==> config.mk <==
export PLATFORM = sky130hd
export DESIGN_NAME = prio_rr_bus_fabric
export DESIGN_NICKNAME = d
export VERILOG_FILES = /design/src/rtl/prfab_pkg.sv /design/src/rtl/prfab_arbiter.sv /design/src/rtl/prfab_decode.sv /design/src/rtl/prfab_route.sv /design/src/rtl/prio_rr_bus_fabric.sv
export SDC_FILE = /design/constraint.sdc
export NUM_CORES = 1
export LEC_CHECK = 0
export BUFFER_PORTS_ARGS = -buffer_cell sky130_fd_sc_hd__buf_2
export CELL_PAD_IN_SITES_DETAIL_PLACEMENT = 0
export CELL_PAD_IN_SITES_GLOBAL_PLACEMENT = 1
export CORE_AREA = 4 4 350 352
export CTS_CLUSTER_DIAMETER = 200
export DETAILED_ROUTE_END_ITERATION = 10
export DIE_AREA = 0 0 354 356
export GPL_TIMING_DRIVEN = 0
export HOLD_SLACK_MARGIN = 0.1
export PLACE_DENSITY = 0.46
export SLEW_MARGIN = 25
export SYNTH_ARGS = -nofsm -noshare
export SYNTH_HDL_FRONTEND = slang
export SYNTH_SLANG_ARGS = --single-unit
==> constraint.sdc <==
create_clock -name clk_i -period 4.9 [get_ports clk_i]
set_input_delay 0.98 -clock clk_i [delete_from_list [all_inputs] [get_ports clk_i]]
set_output_delay 0.98 -clock clk_i [all_outputs]
set_load 0.05 [all_outputs]
==> src/rtl/prfab_pkg.sv <==
package prfab_pkg;

   localparam int SLV_SEL_W = 4;

   function automatic int wrap_next(input int idx, input int n);
      return (idx + 1 >= n) ? 0 : idx + 1;
   endfunction

endpackage

==> src/rtl/prfab_arbiter.sv <==
module prfab_arbiter #(
   parameter int N_MST = 4,
   parameter int PW    = 2,
   parameter bit RR_EN = 1'b1,
   parameter int IW    = 2
) (
   input  logic                  clk_i,
   input  logic                  rst_ni,
   input  logic [N_MST-1:0]      req_i,
   input  logic [N_MST*PW-1:0]   prio_i,
   output logic                  busy_o,
   output logic [IW-1:0]         own_o
);
   import prfab_pkg::*;

   logic              busy_q;
   logic [IW-1:0]     own_q;
   logic [IW-1:0]     ptr_q;
   logic [PW-1:0]     top_lvl;
   logic [N_MST-1:0]  tied;
   logic [IW-1:0]     win;
   logic              any_req;
   logic              free_bus;

   assign any_req  = |req_i;
   assign free_bus = !busy_q || !req_i[own_q];

   always_comb begin
      top_lvl = '0;
      for (int m = 0; m < N_MST; m++) begin
         if (req_i[m] && (prio_i[m*PW +: PW] > top_lvl)) top_lvl = prio_i[m*PW +: PW];
      end
      for (int m = 0; m < N_MST; m++) begin
         tied[m] = req_i[m] && (prio_i[m*PW +: PW] == top_lvl);
      end
   end

   generate
      if (RR_EN) begin : g_rotate
         always_comb begin
            logic found;
            int   idx;
            found = 1'b0;
            win   = '0;
            for (int k = 0; k < N_MST; k++) begin
               idx = int'(ptr_q) + k;
               if (idx >= N_MST) idx = idx - N_MST;
               if (!found && tied[idx]) begin
                  win   = IW'(idx);
                  found = 1'b1;
               end
            end
         end
      end else begin : g_fixed
         always_comb begin
            logic found;
            found = 1'b0;
            win   = '0;
            for (int k = 0; k < N_MST; k++) begin
               if (!found && tied[k]) begin
                  win   = IW'(k);
                  found = 1'b1;
               end
            end
         end
      end
   endgenerate

   always_ff @(posedge clk_i) begin
      if (!rst_ni) begin
         busy_q <= 1'b0;
         own_q  <= '0;
         ptr_q  <= '0;
      end else if (free_bus) begin
         busy_q <= any_req;
         if (any_req) begin
            own_q <= win;
            ptr_q <= IW'(wrap_next(int'(win), N_MST));
         end
      end
   end

   assign busy_o = busy_q;
   assign own_o  = own_q;

endmodule

==> src/rtl/prfab_decode.sv <==
module prfab_decode #(
   parameter int N_SLV = 12,
   parameter int AW    = 32,
   parameter int XW    = 4
) (
   input  logic [AW-1:0]    adr_i,
   input  logic             stb_en_i,
   output logic [N_SLV-1:0] stb_o,
   output logic [XW-1:0]    idx_o,
   output logic             hit_o
);
   assign idx_o = adr_i[AW-1 -: XW];
   assign hit_o = (int'(idx_o) < N_SLV);

   generate
      for (genvar s = 0; s < N_SLV; s++) begin : g_stb
         assign stb_o[s] = stb_en_i && (idx_o == XW'(s));
      end
   endgenerate

endmodule

==> src/rtl/prfab_route.sv <==
module prfab_route #(
   parameter int N_MST = 4,
   parameter int N_SLV = 12,
   parameter int AW    = 32,
   parameter int DW    = 32,
   parameter int SW    = 4,
   parameter int IW    = 2,
   parameter int XW    = 4
) (
   input  logic                 busy_i,
   input  logic [IW-1:0]        own_i,
   input  logic [N_MST-1:0]     m_cyc_i,
   input  logic [N_MST-1:0]     m_stb_i,
   input  logic [N_MST-1:0]     m_we_i,
   input  logic [N_MST*AW-1:0]  m_adr_i,
   input  logic [N_MST*DW-1:0]  m_dat_i,
   input  logic [N_MST*SW-1:0]  m_sel_i,
   output logic [N_MST-1:0]     m_ack_o,
   output logic [N_MST*DW-1:0]  m_dat_o,
   input  logic [XW-1:0]        slv_idx_i,
   input  logic                 slv_hit_i,
   output logic                 own_stb_o,
   output logic                 s_cyc_o,
   output logic                 s_we_o,
   output logic [AW-1:0]        s_adr_o,
   output logic [DW-1:0]        s_dat_o,
   output logic [SW-1:0]        s_sel_o,
   input  logic [N_SLV-1:0]     s_ack_i,
   input  logic [N_SLV*DW-1:0]  s_dat_i
);
   logic          own_cyc;
   logic          ack_mux;
   logic [DW-1:0] dat_mux;

   assign own_cyc   = busy_i && m_cyc_i[own_i];
   assign own_stb_o = own_cyc && m_stb_i[own_i];

   assign s_cyc_o = own_cyc;
   assign s_we_o  = own_cyc && m_we_i[own_i];
   assign s_adr_o = own_cyc ? m_adr_i[int'(own_i)*AW +: AW] : '0;
   assign s_dat_o = own_cyc ? m_dat_i[int'(own_i)*DW +: DW] : '0;
   assign s_sel_o = own_cyc ? m_sel_i[int'(own_i)*SW +: SW] : '0;

   always_comb begin
      ack_mux = 1'b0;
      dat_mux = '0;
      for (int s = 0; s < N_SLV; s++) begin
         if (slv_hit_i && (slv_idx_i == XW'(s))) begin
            ack_mux = s_ack_i[s];
            dat_mux = s_dat_i[s*DW +: DW];
         end
      end
   end

   generate
      for (genvar m = 0; m < N_MST; m++) begin : g_ret
         logic mine;
         assign mine                 = own_cyc && (own_i == IW'(m));
         assign m_ack_o[m]           = mine && own_stb_o && ack_mux;
         assign m_dat_o[m*DW +: DW]  = mine ? dat_mux : '0;
      end
   endgenerate

endmodule

==> src/rtl/prio_rr_bus_fabric.sv <==
module prio_rr_bus_fabric #(
   parameter int N_MST = 4,
   parameter int N_SLV = 12,
   parameter int PW    = 2,
   parameter int AW    = 32,
   parameter int DW    = 32,
   parameter bit RR_EN = 1'b1,
   localparam int SW   = DW / 8,
   localparam int IW   = (N_MST > 1) ? $clog2(N_MST) : 1,
   localparam int XW   = prfab_pkg::SLV_SEL_W
) (
   input  logic                 clk_i,
   input  logic                 rst_ni,
   input  logic [N_MST*PW-1:0]  prio_i,
   input  logic [N_MST-1:0]     m_cyc_i,
   input  logic [N_MST-1:0]     m_stb_i,
   input  logic [N_MST-1:0]     m_we_i,
   input  logic [N_MST*AW-1:0]  m_adr_i,
   input  logic [N_MST*DW-1:0]  m_dat_i,
   input  logic [N_MST*SW-1:0]  m_sel_i,
   output logic [N_MST-1:0]     m_ack_o,
   output logic [N_MST*DW-1:0]  m_dat_o,
   output logic                 s_cyc_o,
   output logic [N_SLV-1:0]     s_stb_o,
   output logic                 s_we_o,
   output logic [AW-1:0]        s_adr_o,
   output logic [DW-1:0]        s_dat_o,
   output logic [SW-1:0]        s_sel_o,
   input  logic [N_SLV-1:0]     s_ack_i,
   input  logic [N_SLV*DW-1:0]  s_dat_i
);
   initial begin
      assert (N_SLV >= 1 && N_SLV <= (1 << XW)) else $fatal(1, "N_SLV out of range");
      assert (N_MST >= 1) else $fatal(1, "N_MST must be positive");
      assert (AW > XW && DW % 8 == 0) else $fatal(1, "bad bus widths");
      assert (PW >= 1) else $fatal(1, "PW must be positive");
   end

   logic          arb_busy;
   logic [IW-1:0] arb_own;
   logic          own_stb;
   logic [XW-1:0] slv_idx;
   logic          slv_hit;

   prfab_arbiter #(.N_MST(N_MST), .PW(PW), .RR_EN(RR_EN), .IW(IW)) u_arb (
      .clk_i  (clk_i),
      .rst_ni (rst_ni),
      .req_i  (m_cyc_i),
      .prio_i (prio_i),
      .busy_o (arb_busy),
      .own_o  (arb_own)
   );

   prfab_route #(.N_MST(N_MST), .N_SLV(N_SLV), .AW(AW), .DW(DW), .SW(SW), .IW(IW), .XW(XW)) u_route (
      .busy_i    (arb_busy),
      .own_i     (arb_own),
      .m_cyc_i   (m_cyc_i),
      .m_stb_i   (m_stb_i),
      .m_we_i    (m_we_i),
      .m_adr_i   (m_adr_i),
      .m_dat_i   (m_dat_i),
      .m_sel_i   (m_sel_i),
      .m_ack_o   (m_ack_o),
      .m_dat_o   (m_dat_o),
      .slv_idx_i (slv_idx),
      .slv_hit_i (slv_hit),
      .own_stb_o (own_stb),
      .s_cyc_o   (s_cyc_o),
      .s_we_o    (s_we_o),
      .s_adr_o   (s_adr_o),
      .s_dat_o   (s_dat_o),
      .s_sel_o   (s_sel_o),
      .s_ack_i   (s_ack_i),
      .s_dat_i   (s_dat_i)
   );

   prfab_decode #(.N_SLV(N_SLV), .AW(AW), .XW(XW)) u_dec (
      .adr_i    (s_adr_o),
      .stb_en_i (own_stb),
      .stb_o    (s_stb_o),
      .idx_o    (slv_idx),
      .hit_o    (slv_hit)
   );

endmodule

Yosys cells after proc, flatten, opt, wreduce, memory -nomap -nowiden
Cells that the tools add are included.

Eq/ne operators: 18. Reduce and logical (&&, ||, !) cells: 60. Order comparisons: 15. Shift operators: 3. Muxes and demuxes: 65. $add $sub $neg: 8.

Operator list (count): 32-bit two-way mux (22); 128-bit by 8-bit indexed part select with 32-bit output (2); 32-bit by 4-bit less-than comparator with 1-bit output, second input constant (4); 32-bit by 4-bit >= comparator with 1-bit output, second input constant (3); 32-bit by 4-bit subtractor with 32-bit output, second input constant (3); 1-bit logical AND (50); 1-bit two-way mux (26); 2-bit two-way mux (9); 4-bit by 3-bit equality test with 1-bit output, second input constant (4); 4-bit equality test, second input constant (4); 16-bit by 5-bit indexed part select with 4-bit output (1); 1-bit binary-select mux with 2-bit select (7); 2-bit equality test (4); 4-bit by 2-bit equality test with 1-bit output, second input constant (2); 2-bit by 1-bit adder with 3-bit output, second input constant (2); 2-bit by 2-bit adder with 3-bit output, second input constant (2); 2-bit > comparator (3); 1-bit zero test (5); 2-bit equality test, second input constant (2); 4-bit by 1-bit equality test with 1-bit output, second input constant (1); 4-bit zero test (1); 4-bit less-than comparator, second input constant (1); 4-bit two-way mux (1); 4-bit OR reduction (1); 9 further kinds (9).

Input port bits: 690. Flip-flop bits (word level): 5.

Longest topological paths before layout
Gate-level depths: netlist (run 1).

Depth in word-level cells: 30. Gate-level depth with buffers: 22. Mapped depth without buffers: 21.

Modules after synthesis
From an unflattened synthesis (run 1), not the netlist that was laid out.

Cell total of the unflattened synthesis: 1236. Area total of the unflattened synthesis: 8759.7 µm².

Modules (own cells, without submodules): prfab_route (area each 7707.4 µm², times used 1, cells an instance 1097); prfab_arbiter (area each 922.1 µm², times used 1, cells an instance 116); prfab_decode (area each 130.1 µm², times used 1, cells an instance 23).

Least setup slack after synthesis (run 1)
OpenSTA, ideal clock, no wires.

Path type: in2out. Start: input m_adr_i[125]. End: output m_ack_o[2]. Arrival time: 4.391 ns. Data required time: 3.920 ns. Cell stages on the path: 8. Buffers on the path: 1. Setup slack: -0.471 ns. Cell sequence: mux2i_1 > mux2_2 > clkbuf_1 > nor2_1 > o221ai_1 > a2bb2oi_1 > a21oi_1 > nor4b_1.

Word-level cells in the longest chain between the ends: 17. Elaborated cells on any way between the ends: 40. Those cells by class: order compare (1); eq/ne (11); shift (1); mux (13); reduce/logical (14).

Ends and longest elaborated chain: start, declared (RTL line prio_rr_bus_fabric.sv:18) `input logic [N_MST*AW-1:0] m_adr_i,`; 128-bit by 8-bit indexed part select with 32-bit output * (RTL line prfab_route.sv:40) `assign s_adr_o = own_cyc ? m_adr_i[int'(own_i)*AW +: AW] : '0;`; 32-bit two-way mux * (RTL line prfab_route.sv:40); named net s_adr_o[29] (RTL line prio_rr_bus_fabric.sv:26) `output logic [AW-1:0] s_adr_o,`; 4-bit less-than comparator / 4-bit zero test (equally long branches) (RTL line prfab_decode.sv:13, prfab_route.sv:48); 1-bit logical AND (RTL line prfab_route.sv:48) `if (slv_hit_i && (slv_idx_i == XW'(s))) begin`; 1-bit two-way mux (11 in a row) (RTL line prfab_route.sv:48); 1-bit two-way mux * (RTL line prfab_route.sv:48); 1-bit logical AND * (RTL line prfab_route.sv:59) `assign m_ack_o[m] = mine && own_stb_o && ack_mux;`; end, declared (RTL line prio_rr_bus_fabric.sv:21) `output logic [N_MST-1:0] m_ack_o,`.

Mark *: on every way through the listed nets, which the timed path passes. The rest lies on a longest branch.

Worst setup path in the final report (run 1)
Start: input m_cyc_i[3]. End: output m_dat_o[79].

Word-level cells in the longest chain between the ends: 19. Elaborated cells on any way between the ends: 43. Those cells by class: order compare (1); eq/ne (11); mux (16); reduce/logical (15).

Ends and longest elaborated chain: start, declared (RTL line prio_rr_bus_fabric.sv:15) `input logic [N_MST-1:0] m_cyc_i,`; 1-bit binary-select mux with 2-bit select * (RTL line prfab_route.sv:35) `assign own_cyc = busy_i && m_cyc_i[own_i];`; 1-bit two-way mux (implied by the code) * (RTL line prfab_route.sv:35); 1-bit logical AND * (RTL line prfab_route.sv:35); 32-bit two-way mux (RTL line prfab_route.sv:40); 4-bit less-than comparator / 4-bit zero test (equally long branches) (RTL line prfab_decode.sv:13, prfab_route.sv:48); 1-bit logical AND (RTL line prfab_route.sv:48); 32-bit two-way mux (12 in a row) (RTL line prfab_route.sv:48); 32-bit two-way mux * (RTL line prfab_route.sv:60) `assign m_dat_o[m*DW +: DW] = mine ? dat_mux : '0;`; end, declared (RTL line prio_rr_bus_fabric.sv:22) `output logic [N_MST*DW-1:0] m_dat_o,`.

Mark *: on every way between the ends. The rest lies on a longest branch, timed or not. The select of a mux whose other input is x is not followed.

==> results.py, run 1 <==
metrics = {
    "run_status": {
        "status": "finished, violations left",
        "violations": "setup timing",
    },
    "cts": {
        "cts_buffer_depth": 2,
        "cts-root-buf": "clkbuf_16",
        "cts_buffers": 3,
        "h-tree-depth": 1,
        "clk_pin_slew_worst_paths_ns": 0.03,
        "clock-sinks": 5,
        "clk_latency_ns": 0.23,
        "cts_tree": "done",
    },
    "yosys": {
        "synth_edf_count": 0,
        "ys_seq_elements": 5,
        "yosysTopAreaCell": "mux4_2",
        "synth_top_area_share_pct": 22.6,
        "synth.distinct_cells": 66,
        "synth_seq_area_share_pct": 1.36,
        "synthesis.nets": 1768,
        "syn_avg_cell_area_sq_um": 6.86,
        "ys_async_sr_fraction_pct": 0,
        "netlist_area_sq_um": 7360,
        "yosysWarningCount": 0,
        "syn_inst": 1072,
        "synthFlopType": "dfxtp_1",
        "synth_area_leaders": "mux4_2 (23%), nor2_1 (9.6%), a21oi_1 (7.5%), and3_1 (7.1%), nand2_1 (6.3%)",
    },
    "cells_and_area": {
        "final_cell_mix": "buf_2 (813), nand2_1 (113), nor2_1 (113)",
        "syn_to_final_growth_pct": 140,
        "layout.cells.most_common": "buf_2",
        "nets": 2777,
        "final-seq-area_sq_um": 100,
        "multiInputGateArea_sq_um": 8230,
        "nFillCells": 13930,
        "post_route_cells_drive_above_1_share_pct": 67.0,
        "instances_no_fill": 3713,
    },
    "worst_setup_path": {
        "end_kind": "output port",
        "cp-startpoint": "m_cyc_i[3]",
        "crit_fanout": 5,
        "r2r-end": "u_arb.ptr_q[1]",
        "crit_arrival_ns": 4.28,
        "reg2regPathDepth": 10,
        "worstReg2RegStart": "u_arb.own_o[1]",
        "rrSetupSlack_ns": 1.96,
        "critPathLaunchType": "input pin",
        "cp-endpoint": "m_dat_o[79]",
        "required_ns": 3.92,
        "setup.worst_path.class": "in2out",
    },
    "sta": {
        "fin_crit_ns": 5.26,
        "rsz0062_at_grt": "yes",
        "fin_worst_skew_ns": 0.00127,
        "setup_tns_ns": -4.69,
        "max-slew-margin-rel_pct": 27.3,
        "report.final.slew_viol_count": 0,
        "worst_slew_pin_slew_ns": 1.09,
        "fin_hold_ws_ns": 0.676,
        "post-route-period-util_pct": 107,
        "final-setup-viol-count": 46,
        "timing.fmax_mhz": 190,
        "hold_viol_final": 0,
        "finalWorstSetupSlack_ns": -0.356,
    },
    "floorplanning": {
        "die_x_um": 354,
        "die-area_sq_um": 126000,
        "num_rows": 127,
        "core-area_sq_um": 119000,
        "fp.dieH_um": 356,
        "floorplan.initialDensity_pct": 6.17,
        "ios": 904,
    },
    "pwr": {
        "switchingPower_uw": 3040,
        "seq_power_share_pct": 1.2,
        "power-per-cell-area_nw_per_um2": 272,
        "irDropWorstVdd_v": 0.000138,
        "p_comb_share_pct": 96.0,
        "p_int_uw": 1760,
        "switching_share_pct": 63.4,
        "pwr-share-clk_pct": 2.8,
        "p_leak_uw": 0.00796,
    },
    "job": {
        "maxCapViolations": 0,
    },
    "placed_design": {
        "dpl.hpwl_um": 97900,
        "dp_cells": 3596,
        "io_buffer_count": 903,
        "gp_congestion": 0.909,
    },
    "routing": {
        "vias": 14176,
        "ant_nets": 0,
        "finalWirelength_um": 112000,
        "drt_iter0_markers": 1126,
        "via_per_inst": 3.82,
        "drc_errors": 0,
        "avgRoutedWirePerCell_um": 30.1,
        "dr.pass1.iters": 6,
    },
    "global_routing": {
        "track_usage_pct": 16.6,
        "grt_pass1_vias": 14337,
        "grt_max_degree": 20,
        "grt_pass1_wl_um": 141000,
        "overflow": 0,
        "antenna_found_initial": 73,
    },
    "worst_hold_path": {
        "hold_class": "reg2reg",
    },
}
## power groups by stage
| stage | Clock (uW) | Combinational (uW) | Sequential [uW] |
|---|---|---|---|
| 6_report | 133 | 4610 | 58.8 |
| 3_3_place_gp | 0 | 3820 | 59.0 |
| 2_1_floorplan | 0 | 2100 | 56.1 |
| 5_1_grt | 138 | 4840 | 59.7 |
| 4_1_cts | 135 | 4410 | 58.7 |
| 3_5_place_dp | 0 | 3830 | 58.5 |
## registers in the layout (all words and copies together) (netlist names)
| name | cells |
|---|---|
| u_arb.busy_o | 1 |
| u_arb.own_o | 2 |
| u_arb.ptr_q | 2 |
## cells in the mapped netlist, types with 3 or more instances
master and number:
dfxtp_1 5, clkbuf_1 66, nand2_1 124, a21oi_2 23, nand3_1 25, buf_1 19
a211oi_1 3, ha_1 6, a31oi_1 5, nor4_1 3, o21a_1 5, a21oi_1 111
a21boi_1 3, nand2b_1 3, and3_1 84, a221oi_1 33, nor4b_1 3, mux2i_1 29
nor2b_1 8, o21ai_1 7, a222oi_1 30, o221ai_1 4, o2bb2ai_1 3, inv_1 10
mux4_2 74, buf_2 21, or3_1 6, a21o_1 22, buf_6 5, mux2_2 3
o22ai_1 6, nand3b_1 3, o21ai_0 36, and2_1 18, nor2_1 188, nor3_1 7
a22oi_1 29, o211ai_1 3
## how the worst min path moves through the flow
stage | from | end | slack (ns) | cells past startpoint
2_1_floorplan | u_arb.ptr_q[0] | u_arb.ptr_q[0] | 0.60 | 3
3_5_place_dp | u_arb.ptr_q[0] | u_arb.ptr_q[0] | 0.66 | 3
3_3_place_gp | u_arb.ptr_q[0] | u_arb.ptr_q[0] | 0.66 | 3
6_report | u_arb.ptr_q[0] | u_arb.ptr_q[0] | 0.68 | 3
4_1_cts | u_arb.ptr_q[0] | u_arb.ptr_q[0] | 0.68 | 3
5_1_grt | u_arb.ptr_q[0] | u_arb.ptr_q[0] | 0.71 | 3
## layout make-up
class | instances | area share (%)
sequential | 5 | 0.567
inverter | 10 | 0.234
buffer | 106 | 4.58
clock buffer | 4 | 0.447
timing repair buffer | 1010 | 35.8
tap | 1612 | 11.4
antenna | 21 | 0.298
multi-input combinational | 945 | 46.7
## layer usage
layer / global-route usage [%] / part of all wire [%] / up-vias / wire, um
met5: 0 / 0.15 / - / 168
met3: 4.06 / 8.0 / 143 / 8940
met1: 22.1 / 43 / 6996 / 48500
li1: - / - / 6166 / -
met2: 27.4 / 46 / 845 / 51900
met4: 3.17 / 2.1 / 26 / 2370
## cell families after synthesis
group	synth area share, %
compound gates	32.3
simple gates	30.6
flops	1.36
xor+xnor	0.476
buf+inv	7.24
mux	27.1
fa+ha+maj	1.02
## per-stage QoR
stage,area [sq um],setup slack (ns),utilization (%),power [uW]
finish,17600,-0.356,14.8,4800
global route,17600,-0.391,14.7,5040
CTS,16700,-0.273,14.0,4610
detailed placement,14100,-1.98,11.9,3890
global placement,14000,-2.81,11.7,3880
floorplan,7470,-0.102,-,2160
## repair_timing
item	CTS	global route
hold endpoints to repair	0	0
hold buffers	0	0
gates resized for setup	463	217
cloned	2	0
endpoints found under the setup margin	147	127
pin swaps	104	89
buffers inserted	81	20
## critical path: stages
cell,delay [ns]
buf_8,0.10
mux4_2,0.58
nand2_8,0.13
clkinvlp_4,0.15
and3_4,0.23
buf_12,0.16
a222oi_1,0.76
a21oi_1,0.19
a21oi_2,0.35
a22oi_2,0.09
a21oi_2,0.23
nor2_1,0.09
buf_6,0.20
Note: power is estimated with default switching activity, not from simulation.
==> run 2, diff against run 1 <==
- CORE_AREA: 4 4 350 352 -> 4 4 353 355
- DIE_AREA: 0 0 354 356 -> 0 0 357 359
- PLACE_DENSITY: 0.46 -> 0.47
- SYNTH_HIERARCHICAL: not set -> 1
==> run 2 against run 1 <==
The run still ends with setup timing left. Power down 3.8%. Clock power about the same. Utilization up 3.2 points. Synthesized cell count up 15%. Critical path type unchanged. Largest power group unchanged.
==> results.py, run 2 <==
metrics = {
    "yosys": {
        "synth_edf_count": 0,
        "synth_seq_area_share_pct": 1.14,
        "syn_avg_cell_area_sq_um": 7.09,
        "ys_seq_elements": 5,
        "netlist_area_sq_um": 8760,
        "synth_top_area_share_pct": 18.3,
        "yosysWarningCount": 6,
        "synthFlopType": "dfxtp_1",
        "ys_async_sr_fraction_pct": 0,
        "synth_area_leaders": "mux4_2 (18%), nand2_1 (8.1%), o2111ai_1 (6.5%), and3_1 (5.5%), nand3_1 (5.5%)",
        "yosysTopAreaCell": "mux4_2",
        "synthesis.nets": 1932,
        "synth.most_common_cell": "nand2_1",
        "synth_commonest_cells": "nand2_1 (190), nand3_1 (96), nor2_1 (89)",
        "syn_inst": 1236,
        "synth.distinct_cells": 93,
    },
    "sta": {
        "fin_crit_ns": 5.35,
        "post-route-period-util_pct": 109,
        "setup_tns_ns": -24.13,
        "max-slew-margin-rel_pct": 28.6,
        "report.final.slew_viol_count": 0,
        "fin_worst_skew_ns": 0.00253,
        "timing.fmax_mhz": 187,
        "final-setup-viol-count": 125,
        "hold_viol_final": 0,
        "worst_slew_pin_slew_ns": 1.07,
        "rsz0062_at_grt": "yes",
        "finalWorstSetupSlack_ns": -0.452,
    },
    "worst_setup_path": {
        "end_kind": "output port",
        "critPathLaunchType": "input pin",
        "required_ns": 3.92,
        "crit_arrival_ns": 4.37,
        "crit_fanout": 6,
        "setup.worst_path.class": "in2out",
    },
    "cells_and_area": {
        "final_cell_mix": "buf_2 (772), nand2_1 (162), buf_6 (144)",
        "syn_to_final_growth_pct": 149,
        "layout.cells.most_common": "buf_2",
        "post_route_cells_drive_above_1_share_pct": 70.2,
        "nets": 3009,
    },
    "floorplanning": {
        "die_x_um": 357,
        "num_rows": 128,
        "floorplan.initialDensity_pct": 7.22,
        "core-area_sq_um": 121000,
        "die-area_sq_um": 128000,
        "ios": 904,
        "fp.dieH_um": 359,
    },
    "global_routing": {
        "grt_max_degree": 11,
        "grt_pass1_wl_um": 163000,
        "track_usage_pct": 18.9,
        "antenna_found_initial": 39,
        "grt_pass1_vias": 16733,
        "overflow": 0,
    },
    "cts": {
        "cts_buffer_depth": 2,
        "postCtsHoldBufs": 0,
        "h-tree-depth": 1,
        "clock-sinks": 5,
        "clk_pin_slew_worst_paths_ns": 0.03,
        "cts_tree": "done",
        "cts_buffers": 3,
        "cts-root-buf": "clkbuf_16",
        "clk_latency_ns": 0.23,
    },
    "pwr": {
        "p_total_uw": 4620,
        "irDropWorstVdd_v": 0.0000990,
        "p_leak_uw": 0.00920,
        "power-per-cell-area_nw_per_um2": 212,
    },
    "routing": {
        "via_per_inst": 4.19,
        "drc_errors": 0,
        "ant_nets": 0,
        "avgRoutedWirePerCell_um": 32.7,
        "vias": 16553,
        "drt_iter0_markers": 1299,
        "dr.pass1.iters": 5,
        "finalWirelength_um": 129000,
    },
    "placed_design": {
        "place_ws_ns": -2.93,
        "dpl.hpwl_um": 111000,
        "gp_congestion": 0.917,
        "io_buffer_count": 903,
    },
    "job": {
        "maxCapViolations": 0,
    },
    "run_status": {
        "violations": "setup timing",
        "status": "finished, violations left",
    },
    "worst_hold_path": {
        "hold_class": "reg2reg",
    },
}
==> run 2: report_power, final <==
| part | internal, uW | total, uW | switching [uW] |
|---|---|---|---|
| combinational | 1750 | 4420 | 2670 |
| sequential | 48.4 | 61.8 | 13.4 |
| clock | 108 | 133 | 25.7 |
==> run 2: area by class of cell <==
cell class / count / area, sq um
Tap cell: 1625 / 2030
Timing Repair Buffer: 1079 / 7590
Clock buffer: 4 / 78.8
Inverter: 22 / 85.1
Antenna cell: 14 / 35.0
Multi-Input combinational cell: 1073 / 10600
Sequential cell: 5 / 101
Buffer: 129 / 1320
Fill cell: 13984 / 99600
==> run 2: final timing paths <==
check,start,to,slack [ns],cells after the start
worst max-delay path,m_cyc_i[3],m_dat_o[124],-0.45,12
worst min-delay path,u_arb/ptr_q[1],u_arb/ptr_q[1],0.54,2
worst max register to register,u_arb/own_o[1],u_arb/own_o[0],2.86,4
worst min register to register,u_arb/ptr_q[1],u_arb/ptr_q[1],0.54,2
==> run 2: cell families after synthesis <==
kind of cell,Yosys count,share of synthesized area [%]
multiplexers,100,21.8
buffers and inverters,158,7.87
flip-flops,5,1.14
AND/OR/NAND/NOR,568,32.5
XOR/XNOR,4,0.400
adder cells (fa/ha/maj),6,0.857
AO/OA/AOI/OAI,395,35.5
==> run 2: metal layers <==
| metal | global-route usage, % | vias up | part of all wire, % |
|---|---|---|---|
| met5 | 0 | - | 0.029 |
| met4 | 5.66 | 6 | 3.9 |
| met3 | 3.04 | 173 | 6.9 |
| met1 | 22.3 | 8279 | 38 |
| met2 | 34.6 | 950 | 51 |
| li1 | - | 7145 | - |
==> run 2: critical path, cell delays in order <==
cell      delay, ns
buf_8          0.10
mux4_2         0.59
buf_8          0.18
and3_4         0.22
buf_12         0.15
and3_4         0.19
and2_4         0.15
buf_12         0.14
a222oi_1       0.93
a211o_2        0.42
a21oi_4        0.10
buf_8          0.19
==> run 2: what timing repair did <==
action                                  in CTS  in global routing
endpoints found under the setup margin     148                136
resized for setup                          793                123
gates cloned                                 8                  0
setup buffers                              119                 49
pin swaps                                  179                135
==> run 2: per-stage QoR <==
step | instances | area, sq um | util (%) | hold slack, ns
finish | 3951 | 21800 | 18.0 | 0.539
CTS | 3898 | 20900 | 17.2 | 0.535
global route | 3946 | 21800 | 17.9 | 0.555
floorplan | 1236 | 9620 | - | 0.470
detailed placement | 3773 | 16300 | 13.4 | 0.501
global placement | 3764 | 16200 | 13.3 | 0.496
==> run 3, diff against run 2 <==
- MAX_ROUTING_LAYER: not set -> met4
==> run 3 against run 2 <==
The flow still finishes with violations (setup timing). Clock skew shrank 0.0021 ns. First-iteration DRC count decreased by 5.1%. Final cell count is 0.38% lower. Routed wire length grew 0.77%. Global-route usage increased by 0.34 points. Count of clock-buffer cells in the layout is the same. Design area is 2.4% lower. Die area stayed put. Critical path depth down 1. Combinational power down 2%. Clock power about the same.
==> results.py, run 3 (synthesized netlist as in run 2, its figures left out) <==
metrics = {
    "cells_and_area": {
        "nFillCells": 13983,
        "nets": 2986,
        "layout.cells.most_common": "buf_2",
        "final_cell_mix": "buf_2 (776), nand2_1 (162), buf_6 (134)",
        "post_route_cells_drive_above_1_share_pct": 68.9,
        "final-seq-area_sq_um": 100,
        "stdcell_area_sq_um": 21300,
        "instances_no_fill": 3936,
        "syn_to_final_growth_pct": 143,
        "final_util_pct": 17.5,
        "multiInputGateArea_sq_um": 10400,
    },
    "sta": {
        "finalWorstSetupSlack_ns": -0.447,
        "fin_hold_ws_ns": 0.503,
        "rsz0062_at_grt": "yes",
        "fin_crit_ns": 5.35,
        "timing.fmax_mhz": 187,
        "post-route-period-util_pct": 109,
        "fin_worst_skew_ns": 0.000466,
        "report.final.slew_viol_count": 0,
        "max-slew-margin-rel_pct": 22.6,
        "hold_viol_final": 0,
        "worst_slew_pin_slew_ns": 1.16,
        "final-setup-viol-count": 134,
    },
    "floorplanning": {
        "floorplan.initialDensity_pct": 7.22,
        "fp.dieH_um": 359,
        "die_x_um": 357,
        "core-area_sq_um": 121000,
        "die-area_sq_um": 128000,
        "num_rows": 128,
        "ios": 904,
    },
    "routing": {
        "ant_nets": 0,
        "drc_errors": 0,
        "dr.pass1.iters": 6,
        "finalWirelength_um": 130000,
        "avgRoutedWirePerCell_um": 33.0,
        "via_per_inst": 4.18,
        "drt_iter0_markers": 1233,
        "vias": 16461,
    },
    "placed_design": {
        "dpl.hpwl_um": 112000,
        "dp_cells": 3770,
        "gp_congestion": 0.927,
        "placed_area_sq_um": 16300,
        "io_buffer_count": 903,
    },
    "worst_setup_path": {
        "r2r-end": "u_arb/own_o[1]",
        "worstPathCellList": "buf_8 > mux4_2 > buf_8 > and3_4 > and3_4 > and2_4 > buf_12 > a222oi_1 > a211o_4 > a21oi_4 > buf_8",
        "critPathLaunchType": "input pin",
        "end_kind": "output port",
        "crit_fanout": 9,
        "critPathSlowestCell": "a222oi_1",
        "setup.worst_path.class": "in2out",
        "crit_arrival_ns": 4.37,
        "worstReg2RegStart": "u_arb/own_o[1]",
        "critPathMaxStageDelay_ns": 0.96,
        "required_ns": 3.92,
        "cp_common_cell": "buf_8",
        "reg2regPathDepth": 5,
        "rrSetupSlack_ns": 2.94,
    },
    "worst_hold_path": {
        "hold_class": "reg2reg",
        "worstHoldEndpoint": "u_arb/own_o[1]",
        "holdCritStartpoint": "u_arb/own_o[1]",
        "holdPathStages": 2,
    },
    "global_routing": {
        "grt_pass1_wl_um": 161000,
        "track_usage_pct": 19.2,
        "overflow": 0,
        "antenna_found_initial": 36,
        "grt_max_degree": 11,
        "grt_pass1_vias": 16498,
    },
    "run_status": {
        "violations": "setup timing",
        "status": "finished, violations left",
    },
    "cts": {
        "postCtsHoldBufs": 0,
        "cts_buffer_depth": 2,
        "cts_tree": "done",
        "clock-sinks": 5,
        "cts_buffers": 3,
        "clk_pin_slew_worst_paths_ns": 0.03,
        "clk_latency_ns": 0.22,
        "h-tree-depth": 1,
        "cts-root-buf": "clkbuf_16",
    },
    "pwr": {
        "irDropWorstVdd_v": 0.0000876,
        "power-per-cell-area_nw_per_um2": 213,
        "p_leak_uw": 0.00901,
        "switching_share_pct": 59.5,
        "p_int_uw": 1840,
        "seq_power_share_pct": 1.3,
        "pwr-share-clk_pct": 2.9,
        "p_comb_share_pct": 95.8,
        "switchingPower_uw": 2700,
        "p_total_uw": 4540,
    },
    "job": {
        "maxCapViolations": 0,
    },
}
run 3: power groups by stage:
stage / Sequential (uW) / Clock (uW) / Combinational (uW)
after floorplan: 54.0 / 0 / 1820
after global placement: 56.7 / 0 / 3340
after detailed placement: 56.7 / 0 / 3360
after CTS: 56.5 / 135 / 4010
after global routing: 58.6 / 140 / 4530
final: 57.1 / 132 / 4350
run 3: stage by stage:
step	TNS, ns	worst slack [ns]
after floorplan	-0.656	-0.238
after global placement	-355.65	-3.38
after detailed placement	-323.19	-2.94
after CTS	-31.63	-0.408
after global routing	-34.08	-0.436
final	-27.77	-0.447
run 3: layout make-up:
cell class,instances,area share [%]
well taps,1625,9.55
diodes,22,0.259
plain buffers,130,5.97
inverters,22,0.412
flip-flops and latches,5,0.470
clock buffers,4,0.370
multi-input cells,1074,49.0
repair buffers,1054,34.0
run 3: how the worst max path moves through the flow:
stage / from / depth (start not counted) / slack (ns) / to
3_3_place_gp: u_arb/own_o[1] / 13 / -3.38 / m_dat_o[125]
4_1_cts: prio_i[1] / 24 / -0.41 / u_arb/own_o[0]
3_5_place_dp: u_arb/own_o[1] / 15 / -2.94 / m_dat_o[1]
5_1_grt: prio_i[1] / 24 / -0.44 / u_arb/own_o[0]
2_1_floorplan: m_cyc_i[0] / 23 / -0.24 / u_arb/own_o[0]
6_report: m_cyc_i[3] / 11 / -0.45 / m_dat_o[124]
run 3: repair_timing:
action | in CTS | in global routing
resized for setup | 578 | 327
setup endpoints to repair | 148 | 136
setup buffers | 82 | 58
pin swaps | 134 | 135
endpoints found under the hold margin | 0 | 0
gates cloned | 3 | 10
run 3: layer usage:
| layer | track usage (%) | share of wire [%] |
|---|---|---|
| met5 | - | 0 |
| met4 | 4.79 | 3.9 |
| met3 | 3.76 | 7.4 |
| met2 | 34.4 | 50 |
| met1 | 21.8 | 38 |
run 3: critical path, delay by kind of cell:
kind                   cells  cell delay, ns
muxes                      1            0.61
buffers and inverters      4            0.65
AOI/OAI and AO/OA          3            1.40
and+or+nand+nor            3            0.67
